## config.mk

```make
export PLATFORM = sky130hd
export DESIGN_NAME = burst_tag_seq
export DESIGN_NICKNAME = d
export VERILOG_FILES = /design/src/rtl/bts_pkg.sv /design/src/rtl/bts_event_ctr.sv /design/src/rtl/bts_word_ctr.sv /design/src/rtl/bts_src_mux.sv /design/src/rtl/burst_tag_seq.sv
export SDC_FILE = /design/constraint.sdc
export NUM_CORES = 1
export LEC_CHECK = 0
export CORE_MARGIN = 2
export CORE_UTILIZATION = 40
export CTS_CLUSTER_DIAMETER = 30
export DETAILED_ROUTE_END_ITERATION = 8
export PLACE_DENSITY = 0.81
export SLEW_MARGIN = 20
export SYNTH_ARGS = -nofsm -noshare
export SYNTH_HDL_FRONTEND = slang
export SYNTH_SLANG_ARGS = --single-unit
```

## constraint.sdc

```tcl
create_clock -name clk -period 2.7 [get_ports clk]
set_input_delay 0.27 -clock clk [delete_from_list [all_inputs] [get_ports clk]]
set_output_delay 0.27 -clock clk [all_outputs]
set_load 0.02 [all_outputs]
```

## src/rtl/bts_pkg.sv

```systemverilog
package bts_pkg;
  localparam int EVT_W = 4;
  localparam int SID_W = 4;
  localparam int TAG_W = EVT_W + SID_W;

  typedef enum logic [2:0] {
    ST_IDLE = 3'd0,
    ST_SCAN = 3'd1,
    ST_REQ  = 3'd2,
    ST_XFER = 3'd3,
    ST_REL  = 3'd4
  } seq_st_e;
endpackage

```

## src/rtl/bts_event_ctr.sv

```systemverilog
module bts_event_ctr #(
  parameter int W = 4
) (
  input  logic         clk,
  input  logic         rst_n,
  input  logic         adv,
  output logic [W-1:0] evt_id
);
  logic [W-1:0] evt_d;

  always_comb begin
    evt_d = evt_id;
    if (adv) evt_d = evt_id + 1'b1;
  end

  always_ff @(posedge clk or negedge rst_n) begin
    if (!rst_n) evt_id <= '0;
    else if (adv) evt_id <= evt_d;
  end
endmodule

```

## src/rtl/bts_word_ctr.sv

```systemverilog
module bts_word_ctr #(
  parameter int LEN_W = 6
) (
  input  logic             clk,
  input  logic             rst_n,
  input  logic             load,
  input  logic [LEN_W-1:0] load_val,
  input  logic             dec,
  output logic             last
);
  logic [LEN_W-1:0] cnt_q, cnt_d;
  logic             cnt_en;

  assign cnt_en = load | dec;

  always_comb begin
    cnt_d = cnt_q;
    if (load)     cnt_d = load_val;
    else if (dec) cnt_d = cnt_q - 1'b1;
  end

  always_ff @(posedge clk or negedge rst_n) begin
    if (!rst_n) cnt_q <= '0;
    else if (cnt_en) cnt_q <= cnt_d;
  end

  assign last = (cnt_q == LEN_W'(1));
endmodule

```

## src/rtl/bts_src_mux.sv

```systemverilog
module bts_src_mux #(
  parameter int N_SRC  = 4,
  parameter int DATA_W = 16,
  parameter int IDX_W  = 2
) (
  input  logic [IDX_W-1:0]        sel,
  input  logic                    pop,
  input  logic [N_SRC*DATA_W-1:0] src_data,
  output logic [N_SRC-1:0]        src_pop,
  output logic [DATA_W-1:0]       data_out
);
  for (genvar g = 0; g < N_SRC; g++) begin : g_pop
    assign src_pop[g] = pop && (sel == IDX_W'(g));
  end

  always_comb begin
    data_out = '0;
    for (int i = 0; i < N_SRC; i++) begin
      if (sel == IDX_W'(i)) data_out = src_data[i*DATA_W +: DATA_W];
    end
  end
endmodule

```

## src/rtl/burst_tag_seq.sv

```systemverilog
module burst_tag_seq
  import bts_pkg::*;
#(
  parameter int               N_SRC   = 4,
  parameter int               DATA_W  = 16,
  parameter int               LEN_W   = 6,
  parameter logic [SID_W-1:0] RSV_SID = 4'hF
) (
  input  logic                    clk,
  input  logic                    rst_n,
  input  logic                    evt_start,
  output logic                    evt_ready,
  input  logic [N_SRC*LEN_W-1:0]  src_len,
  input  logic [N_SRC*DATA_W-1:0] src_data,
  output logic [N_SRC-1:0]        src_pop,
  output logic                    bus_req,
  input  logic                    bus_gnt,
  output logic                    out_valid,
  input  logic                    out_ready,
  output logic [DATA_W-1:0]       out_data,
  output logic [TAG_W-1:0]        out_tag,
  output logic                    out_last
);
  localparam int IDX_W = (N_SRC > 1) ? $clog2(N_SRC) : 1;
  localparam logic [IDX_W-1:0] IDX_LAST = IDX_W'(N_SRC - 1);

  seq_st_e          st_q, st_d;
  logic [IDX_W-1:0] idx_q, idx_d;
  logic             idx_en;
  logic [LEN_W-1:0] len_q [N_SRC];
  logic             len_en;
  logic [LEN_W-1:0] cur_len;
  logic             evt_adv, cnt_load, word_last, fire;
  logic [EVT_W-1:0] evt_id;
  logic [SID_W-1:0] sid;

  assign len_en = (st_q == ST_IDLE) && evt_start;

  always_ff @(posedge clk or negedge rst_n) begin
    if (!rst_n) begin
      for (int i = 0; i < N_SRC; i++) len_q[i] <= '0;
    end else if (len_en) begin
      for (int i = 0; i < N_SRC; i++) len_q[i] <= src_len[i*LEN_W +: LEN_W];
    end
  end

  always_comb begin
    cur_len = '0;
    for (int i = 0; i < N_SRC; i++) begin
      if (idx_q == IDX_W'(i)) cur_len = len_q[i];
    end
  end

  always_comb begin
    st_d     = st_q;
    idx_d    = idx_q;
    evt_adv  = 1'b0;
    cnt_load = 1'b0;
    case (st_q)
      ST_IDLE: if (evt_start) begin
        st_d  = ST_SCAN;
        idx_d = '0;
      end
      ST_SCAN: begin
        if (cur_len != '0) begin
          cnt_load = 1'b1;
          st_d     = ST_REQ;
        end else if (idx_q == IDX_LAST) begin
          evt_adv = 1'b1;
          st_d    = ST_IDLE;
        end else begin
          idx_d = idx_q + 1'b1;
        end
      end
      ST_REQ:  if (bus_gnt) st_d = ST_XFER;
      ST_XFER: if (fire && word_last) st_d = ST_REL;
      ST_REL: begin
        if (idx_q == IDX_LAST) begin
          evt_adv = 1'b1;
          st_d    = ST_IDLE;
        end else begin
          idx_d = idx_q + 1'b1;
          st_d  = ST_SCAN;
        end
      end
      default: st_d = ST_IDLE;
    endcase
  end

  assign idx_en = (idx_d != idx_q);

  always_ff @(posedge clk or negedge rst_n) begin
    if (!rst_n) st_q <= ST_IDLE;
    else        st_q <= st_d;
  end

  always_ff @(posedge clk or negedge rst_n) begin
    if (!rst_n) idx_q <= '0;
    else if (idx_en) idx_q <= idx_d;
  end

  assign evt_ready = (st_q == ST_IDLE);
  assign bus_req   = (st_q == ST_REQ) || (st_q == ST_XFER);
  assign out_valid = (st_q == ST_XFER) && bus_gnt;
  assign fire      = out_valid && out_ready;
  assign out_last  = out_valid && word_last;

  always_comb begin
    sid = SID_W'(idx_q);
    if (sid >= RSV_SID) sid = sid + 1'b1;
  end

  assign out_tag = {evt_id, sid};

  bts_event_ctr #(.W(EVT_W)) u_evt (
    .clk    (clk),
    .rst_n  (rst_n),
    .adv    (evt_adv),
    .evt_id (evt_id)
  );

  bts_word_ctr #(.LEN_W(LEN_W)) u_cnt (
    .clk      (clk),
    .rst_n    (rst_n),
    .load     (cnt_load),
    .load_val (cur_len),
    .dec      (fire),
    .last     (word_last)
  );

  bts_src_mux #(.N_SRC(N_SRC), .DATA_W(DATA_W), .IDX_W(IDX_W)) u_mux (
    .sel      (idx_q),
    .pop      (fire),
    .src_data (src_data),
    .src_pop  (src_pop),
    .data_out (out_data)
  );
endmodule

```

## Yosys cells after proc, flatten, opt, wreduce, memory -nomap -nowiden

Cells that the tools add are included.

| operators by class | value |
|---|---|
| add/subtract/negate cells | 3 |
| equality and inequality tests | 13 |
| multiplexer cells | 26 |
| bitwise gates (word level) | 1 |
| reductions and logical operators | 16 |

Operators with widths:

| operator | count |
|---|---|
| $mux W16 | 4 |
| $mux W6 | 6 |
| $mux W3 | 5 |
| $pmux W3 S5 | 1 |
| $logic_and A1 B1 Y1 | 9 |
| $eq A3 B2 Y1 const B | 2 |
| $eq A6 B1 Y1 const B | 1 |
| $mux W2 | 3 |
| $ne A2 B2 Y1 const B | 3 |
| $pmux W2 S3 | 1 |
| $reduce_bool A6 Y1 | 1 |
| $sub A6 B1 Y6 const B | 1 |
| $mux W1 | 5 |
| $add A4 B1 Y4 const B | 1 |
| $eq A2 B2 Y1 const B | 2 |
| $reduce_and A4 Y1 | 1 |
| $eq A3 B1 Y1 const B | 1 |
| $eq A3 B3 Y1 const B | 1 |
| $logic_not A3 Y1 | 1 |
| $ne A3 B3 Y1 const B | 1 |
| $add A2 B1 Y2 const B | 1 |
| $eq A2 B1 Y1 const B | 1 |
| $logic_not A2 Y1 | 1 |
| $ne A2 B2 Y1 | 1 |
| other kinds (5) | 5 |

| storage, ports and cells | value |
|---|---|
| bits in registers | 39 |
| bits of input ports | 93 |
| output and inout bits | 32 |
| word-level logic and storage cells | 67 |

## Depth between registers and ports, before layout

Gate-level depths: netlist (run 1).

| logic depth | value |
|---|---|
| depth after elaboration | 10 |
| depth in mapped cells | 8 |
| mapped depth without buffers | 6 |

## Hierarchy

From an unflattened synthesis (run 1), not the netlist that was laid out.

| second synthesis, totals | value |
|---|---|
| cells, all modules | 174 |
| area, all modules | 2359.8 um^2 |

Modules (own cells, without submodules):

| module | times used | cells an instance | area each (um^2) | sequential area each (um^2) |
|---|---|---|---|---|
| burst_tag_seq | 1 | 101 | 1397.6 | 725.7 |
| bts_src_mux | 1 | 24 | 424.2 | 0.0 |
| bts_word_ctr | 1 | 38 | 377.9 | 150.1 |
| bts_event_ctr | 1 | 11 | 160.2 | 100.1 |

## Worst setup path after synthesis (run 1)

No wires, ideal clock.

| path | value |
|---|---|
| kind | register -> register |
| start point | register idx_q[0] |
| end point | register u_evt.evt_id[1] |
| arrival time | 2161 ps |
| slack | 414 ps |
| stages on the path, launching flop included | 7 |
| buffers on the path | 1 |
| period minus slack after synthesis | 2286 ps |
| cell sequence | dfrtp_1 -> buf_6 -> mux4_2 -> nor4_4 -> nand3_1 -> a21oi_2 -> mux2_2 |

| between the ends | value |
|---|---|
| cells in the longest elaborated chain, start to end | 8 |
| elaborated cells on any way between the ends | 12 |
| those cells by class | eq/ne (3); mux (7); reduce/logical (2) |

Ends and longest elaborated chain:

| what | RTL line | source |
|---|---|---|
| start: declaration | burst_tag_seq.sv:28 | `logic [IDX_W-1:0] idx_q, idx_d;` |
| start signal: assignment | burst_tag_seq.sv:99 | `else if (idx_en) idx_q <= idx_d;` |
| $logic_not A2 Y1 | burst_tag_seq.sv:50 | `if (idx_q == IDX_W'(i)) cur_len = len_q[i];` |
| $mux W6 (4 in a row) | burst_tag_seq.sv:50 |  |
| $reduce_bool A6 Y1 | burst_tag_seq.sv:65 | `if (cur_len != '0) begin` |
| $mux W1 | burst_tag_seq.sv:65 |  |
| $pmux W1 S2 (*) | burst_tag_seq.sv:59 | `case (st_q)` |
| end signal: assignment | bts_event_ctr.sv:18 | `else if (adv) evt_id <= evt_d;` |
| end: declaration | bts_event_ctr.sv:7 | `output logic [W-1:0] evt_id` |

Every way passes the cells marked *; elsewhere a longest branch is shown, timed or not.
A chain may end at the register's enable or synchronous reset.

## Final worst setup path (run 1)

| path | value |
|---|---|
| start point | register idx_q[1] |
| end point | output src_pop[3] |

| between the ends | value |
|---|---|
| cells in the longest elaborated chain, start to end | 2 |

Ends and longest elaborated chain:

| what | RTL line | source |
|---|---|---|
| $eq A2 B2 Y1 | bts_src_mux.sv:13 | `assign src_pop[g] = pop && (sel == IDX_W'(g));` |
| $logic_and A1 B1 Y1 | bts_src_mux.sv:13 |  |
| end: declaration | burst_tag_seq.sv:15 | `output logic [N_SRC-1:0] src_pop,` |

No other way between the ends.

==> results of run 1 <==
per-layer routing:
metal | vias to the layer above | routed length [µm] | global-route usage
li1 | 930 | - | -
met1 | 949 | 2440 | 0.232
met2 | 93 | 3110 | 0.333
met3 | 6 | 639 | 0.0578
met4 | 0 | 96 | 0.0763
met5 | - | 0 | 0
sequential cells by signal, summed over array words and instances, names as in the netlist:
| name | count |
|---|---|
| idx_q | 2 |
| len_q | 24 |
| st_q | 3 |
| u_cnt.cnt_q | 6 |
| u_evt.evt_id | 4 |
layout make-up:
| type | count | share of cell area |
|---|---|---|
| multi-input combinational | 125 | 0.349 |
| tap | 75 | 0.0251 |
| sequential | 39 | 0.261 |
| clock inverter | 3 | 0.00535 |
| inverter | 5 | 0.00501 |
| antenna | 1 | 0.000668 |
| timing repair buffer | 127 | 0.335 |
| clock buffer | 5 | 0.0184 |
per-stage QoR:
stage | util | setup WS [ns]
final | 0.644 | 0.225
after detailed placement | 0.628 | 0.296
after floorplan | - | 0.414
after global placement | 0.628 | 0.340
after global routing | 0.644 | 0.0616
after CTS | 0.643 | 0.195
kinds of logic (layout without fill, tap and decap cells):
| kind of cell | after synthesis | count (layout) | synth area share |
|---|---|---|---|
| AO/OA/AOI/OAI | 23 | 23 | 0.0677 |
| XOR/XNOR | 8 | 8 | 0.0296 |
| adder cells (fa/ha/maj) | 3 | 3 | 0.0159 |
| buffers and inverters | 18 | 140 | 0.0365 |
| flip-flops | 39 | 39 | 0.412 |
| multiplexers | 48 | 48 | 0.340 |
| other | 1 | 3 | 0.00158 |
| AND/OR/NAND/NOR | 41 | 41 | 0.0968 |
cell usage after synthesis:
master / count
dfrtp_1: 39
xnor2_1: 3
buf_1: 1
nor4_4: 1
a21oi_2: 1
a21boi_0: 2
nor2b_1: 2
nor3b_2: 1
o21ai_0: 5
and2_1: 2
o21a_1: 1
a221o_1: 3
buf_2: 3
inv_1: 5
xor2_1: 5
conb_1: 1
mux4_2: 18
clkbuf_1: 6
o32a_1: 1
a21oi_1: 5
nor4_1: 1
buf_4: 2
nand2_1: 10
nor2_1: 11
buf_6: 1
a211oi_1: 2
nor3_1: 3
nand3b_1: 2
nand3_1: 3
a221oi_1: 1
or3_1: 1
a31o_1: 1
mux4_1: 4
nor3b_1: 1
ha_1: 3
o22ai_1: 1
and4b_1: 2
and3_1: 1
mux2_2: 26
where the power goes:
| group | switching (mW) | total, mW | internal (mW) |
|---|---|---|---|
| Combinational | 0.711 | 1.70 | 0.989 |
| Clock | 0.210 | 0.389 | 0.180 |
| Sequential | 0.210 | 1.06 | 0.846 |
| Total | 1.13 | 3.15 | 2.01 |
worst min-delay path by stage:
stage | start | to | slack (ns) | cells past startpoint
final | rst_n | len_q[20] | 0.08 | 1
after global routing | rst_n | len_q[8] | 0.15 | 1
after CTS | rst_n | len_q[13] | 0.12 | 1
after detailed placement | rst_n | len_q[8] | 0.43 | 1
after global placement | rst_n | len_q[8] | 0.43 | 1
after floorplan | rst_n | idx_q[0] | -0.03 | 0
worst max-delay path, delay by kind of cell, from the launching register on:
family | cells | cell delay [ns]
and+or+nand+nor | 2 | 0.30
buffers and inverters | 2 | 0.96
DFF | 1 | 0.64
==> results_dict.tcl, run 1 <==
set metrics [dict create \
    die_h_um 80.9 \
    placed_cell_area_um2 3650 \
    finalSetupViolCount 0 \
    period_share 0.917 \
    final_common_cell "clkdlybuf4s50_1" \
    layout.cells.non_filler 380 \
    finalNetCount 399 \
    post-route-drc-count 0 \
    totalWireLength_um 6290 \
    finalHoldViolCount 0 \
    synth_top_area_cell "dfrtp_1" \
    ir_drop_v 0.000444 \
    critical-path-max-stage-delay_ns 0.64 \
    area_delta_synth_final_pct 58.3 \
    ys_ff_latch 39 \
    rsz0062_at_grt "no" \
    synth_area_um2 2370 \
    reg2reg_slack_ns 0.30 \
    multi_input_area_um2 1310 \
    drtIter0Drc 66 \
    worst-r2r-cell-count 6 \
    fin_tns_setup_ns 0 \
    regArea_um2 977 \
    fmax_mhz 404 \
    placed_cells 371 \
    grt_pass1_wl_um 9610 \
    synth_area_leaders "dfrtp_1 (41%), mux4_2 (17%), mux2_2 (12%)" \
    worst_ep_required_time_ns 2.43 \
    overflow 0 \
    report.final.slew_viol_count 0 \
    relSlewSlack 0.431 \
    ioPinCount 125 \
    antenna_found_initial 1 \
    crit_fanout 20 \
    final_cell_mix "clkdlybuf4s50_1 (120), dfrtp_1 (38), mux2_2 (26)" \
    synth-seq-area-share 0.412 \
    hold_ws_ns 0.0837 \
    status "finished clean" \
    fin_skew_ns 0.00597 \
    cts_tree "built" \
    vias 1978 \
    hold_buffers 0 \
    cts-root-buf "clkbuf_8" \
    grt_pass1_vias 1966 \
    timing.critical_path.from "idx_q[1]" \
    numCtsBuffers 5 \
    ant_nets 0 \
    wl_per_cell_um 16.6 \
    cp.arrival_ns 2.21 \
    r2r_end "u_evt.evt_id[1]" \
    detail_route.vias_per_cell 5.21 \
    cp-end-kind "primary output" \
    synth_top_area_frac 0.412 \
    p_per_area_nw_per_um2 840 \
    initial_core_util 0.407 \
    worstPathCellList "buf_4 > nand2_1 > nor2_1 > clkdlybuf4s50_1" \
    crit_path_end "src_pop[3]" \
    routabilityCongestion 0.784 \
    clkSinkCount 39 \
    p_leak_nw 1.52 \
    cts_resized 0 \
    reg2reg_from "idx_q[0]" \
    drv_cap 0 \
    cts_setup_buffers 0 \
    synth_cell_types 39 \
    slowest_stage "dfrtp_1" \
    fin_total_pwr_mw 3.15 \
    n_fill_cell 484 \
    clock_latency_ns 0.29 \
    crit_type "flip-flop to primary output" \
    clkSlewWorstSetupHoldPaths_ns 0.08 \
    syn_area_per_cell_um2 13.1 \
    dp_hpwl_um 5050 \
    grt_max_degree 40 \
    coreArea_um2 5820 \
    worstMarginPinSlew_ns 0.854 \
    dieArea_um2 6550 \
    hold_path.class "input pin to asynchronous set/reset pin" \
    port_buffers 122 \
    crit_path_start_kind "flip-flop" \
    clockBufferDepth 2 \
    fp-row-count 28 \
    drt_pass1_iterations 4 \
    die_x_um 80.9 \
    design_area_um2 3740 \
    htree_levels 2 \
    yosys_warnings 0 \
    track_usage 0.195 \
    drive_gt1_frac 0.204 \
    syn_inst 181 \
    fin_crit_ns 2.48 \
]
(Power assumes the default switching activity.)
==> run 2, diff against run 1 <==
--- a/config.mk
+++ b/config.mk
@@ -9,7 +9,7 @@
 export CORE_UTILIZATION = 40
 export CTS_CLUSTER_DIAMETER = 30
 export DETAILED_ROUTE_END_ITERATION = 8
-export PLACE_DENSITY = 0.81
+export PLACE_DENSITY = 0.77
 export SLEW_MARGIN = 20
 export SYNTH_ARGS = -nofsm -noshare
 export SYNTH_HDL_FRONTEND = slang
==> results_dict.tcl, run 2 (same netlist as run 1, synthesis figures left out) <==
set metrics [dict create \
    slowest_stage "clkdlybuf4s50_1" \
    relSlewSlack 0.426 \
    n_fill_cell 509 \
    vias 1993 \
    drtIter0Drc 123 \
    clock_latency_ns 0.29 \
    critical-path-max-stage-delay_ns 0.60 \
    finalHoldViolCount 0 \
    dp_hpwl_um 5000 \
    wl_per_cell_um 16.7 \
    ant_nets 0 \
    reg2reg_slack_ns 0.36 \
    overflow 0 \
    fin_crit_ns 2.50 \
    grt_max_degree 40 \
    final_common_cell "clkdlybuf4s50_1" \
    htree_levels 2 \
    initial_core_util 0.407 \
    grt_pass1_vias 1895 \
    crit_buf_inv 1 \
    antenna_found_initial 0 \
    hold_path.class "input pin to asynchronous set/reset pin" \
    clockBufferDepth 2 \
    crit_path_start_kind "flip-flop" \
    drive_gt1_frac 0.207 \
    rsz0062_at_grt "no" \
    top_register "len_q" \
    largest_reg_flops 24 \
    clkSinkCount 39 \
    drv_cap 0 \
    finalSetupViolCount 0 \
    die_x_um 80.9 \
    fp-row-count 28 \
    worst_ep_required_time_ns 2.43 \
    port_buffers 122 \
    post-route-drc-count 0 \
    dieArea_um2 6550 \
    r2r_end "u_evt.evt_id[1]" \
    cts_tree "built" \
    coreArea_um2 5820 \
    crit_fanout 12 \
    detail_route.vias_per_cell 5.26 \
    clkSlewWorstSetupHoldPaths_ns 0.08 \
    worst-r2r-cell-count 5 \
    reg2reg_from "idx_q[0]" \
    final_cell_mix "clkdlybuf4s50_1 (121), dfrtp_1 (38), mux2_2 (26)" \
    numCtsBuffers 5 \
    fmax_mhz 399 \
    die_h_um 80.9 \
    fin_tns_setup_ns 0 \
    period_share 0.927 \
    worstPathCellList "and4b_1 > and2_1 > and3_1 > clkdlybuf4s50_1" \
    hold_buffers 0 \
    crit_type "flip-flop to primary output" \
    routabilityCongestion 0.786 \
    fin_skew_ns 0.00447 \
    track_usage 0.196 \
    cp.arrival_ns 2.23 \
    p_leak_nw 1.51 \
    area_delta_synth_final_pct 58.0 \
    p_per_area_nw_per_um2 842 \
    fin_util 0.643 \
    regArea_um2 977 \
    status "finished clean" \
    critPathTopFamily "simple AND/OR/NAND/NOR gates" \
    cp-end-kind "primary output" \
    reg_top3 "len_q: 24 flops, u_cnt.cnt_q: 6 flops, u_evt.evt_id: 4 flops" \
    ioPinCount 125 \
    worstMarginPinSlew_ns 0.861 \
    multi_input_area_um2 1310 \
    finalNetCount 399 \
    ir_drop_v 0.000531 \
    antenna_cells 0 \
    report.final.slew_viol_count 0 \
    cts-root-buf "clkbuf_8" \
    totalWireLength_um 6340 \
    grt_pass1_wl_um 9780 \
    drt_pass1_iterations 4 \
]
## run 2: area by class of cell
type                            count  share of cell area
Sequential cell                    39               0.261
Multi-Input combinational cell    125               0.351
Inverter                            5             0.00502
Timing Repair Buffer              127               0.335
Clock inverter                      3             0.00402
Clock buffer                        5              0.0184
Tap cell                           75              0.0251
## run 2: worst register-to-register path, cell delays in order, from the launching register on
cell and delay [ns]:
dfrtp_2 0.46, mux4_1 0.65, nor4_4 0.35, nand3_1 0.20, a21oi_2 0.23, mux2_2 0.35
## run 2: stage by stage
step	power (mW)	setup WS [ns]	cell area, µm²	cells	hold slack (ns)
4_1_cts	3.18	0.173	3730	379	0.121
3_3_place_gp	2.75	0.388	3650	371	0.428
2_1_floorplan	2.17	0.414	2370	182	-0.0256
5_1_grt	3.37	0.0822	3740	379	0.161
6_report	3.15	0.196	3740	379	0.0863
3_5_place_dp	2.79	0.351	3650	371	0.437
## run 2: where the power goes
| part | total (mW) | leakage [nW] | internal (mW) | switching (mW) |
|---|---|---|---|---|
| Sequential | 1.04 | 0.499 | 0.847 | 0.196 |
| Clock | 0.380 | 0.0477 | 0.177 | 0.203 |
| Combinational | 1.72 | 0.964 | 0.982 | 0.740 |
## run 2: routing by layer
metal,track usage,part of all wire,vias to the layer above
li1,-,-,929
met2,0.334,0.49,89
met5,0,0,-
met3,0.0622,0.093,9
met1,0.240,0.40,966
met4,0.0576,0.019,0
## run 2: worst max-delay path by stage
| stage | startpoint | to | slack, ns | depth (start not counted) |
|---|---|---|---|---|
| 3_3_place_gp | idx_q[0] | u_evt.evt_id[1] | 0.39 | 5 |
| 6_report | st_q[2] | src_pop[2] | 0.20 | 4 |
| 3_5_place_dp | idx_q[0] | u_evt.evt_id[1] | 0.35 | 5 |
| 4_1_cts | idx_q[0] | out_data[5] | 0.17 | 3 |
| 2_1_floorplan | idx_q[0] | u_evt.evt_id[1] | 0.41 | 6 |
| 5_1_grt | st_q[2] | src_pop[2] | 0.08 | 4 |
## run 2: repair_timing
item | in CTS | in global routing
endpoints found under the setup margin | 0 | 1
buffers inserted | 0 | 0
resized for setup | 0 | 1
==> run 3, diff against run 2 <==
--- a/config.mk
+++ b/config.mk
@@ -7,7 +7,7 @@
 export LEC_CHECK = 0
 export CORE_MARGIN = 2
 export CORE_UTILIZATION = 40
-export CTS_CLUSTER_DIAMETER = 30
+export CTS_CLUSTER_DIAMETER = 150
 export DETAILED_ROUTE_END_ITERATION = 8
 export PLACE_DENSITY = 0.77
 export SLEW_MARGIN = 20
==> results of run 3 <==
No change in the layout: final DEF, timing and power equal those of run 2.
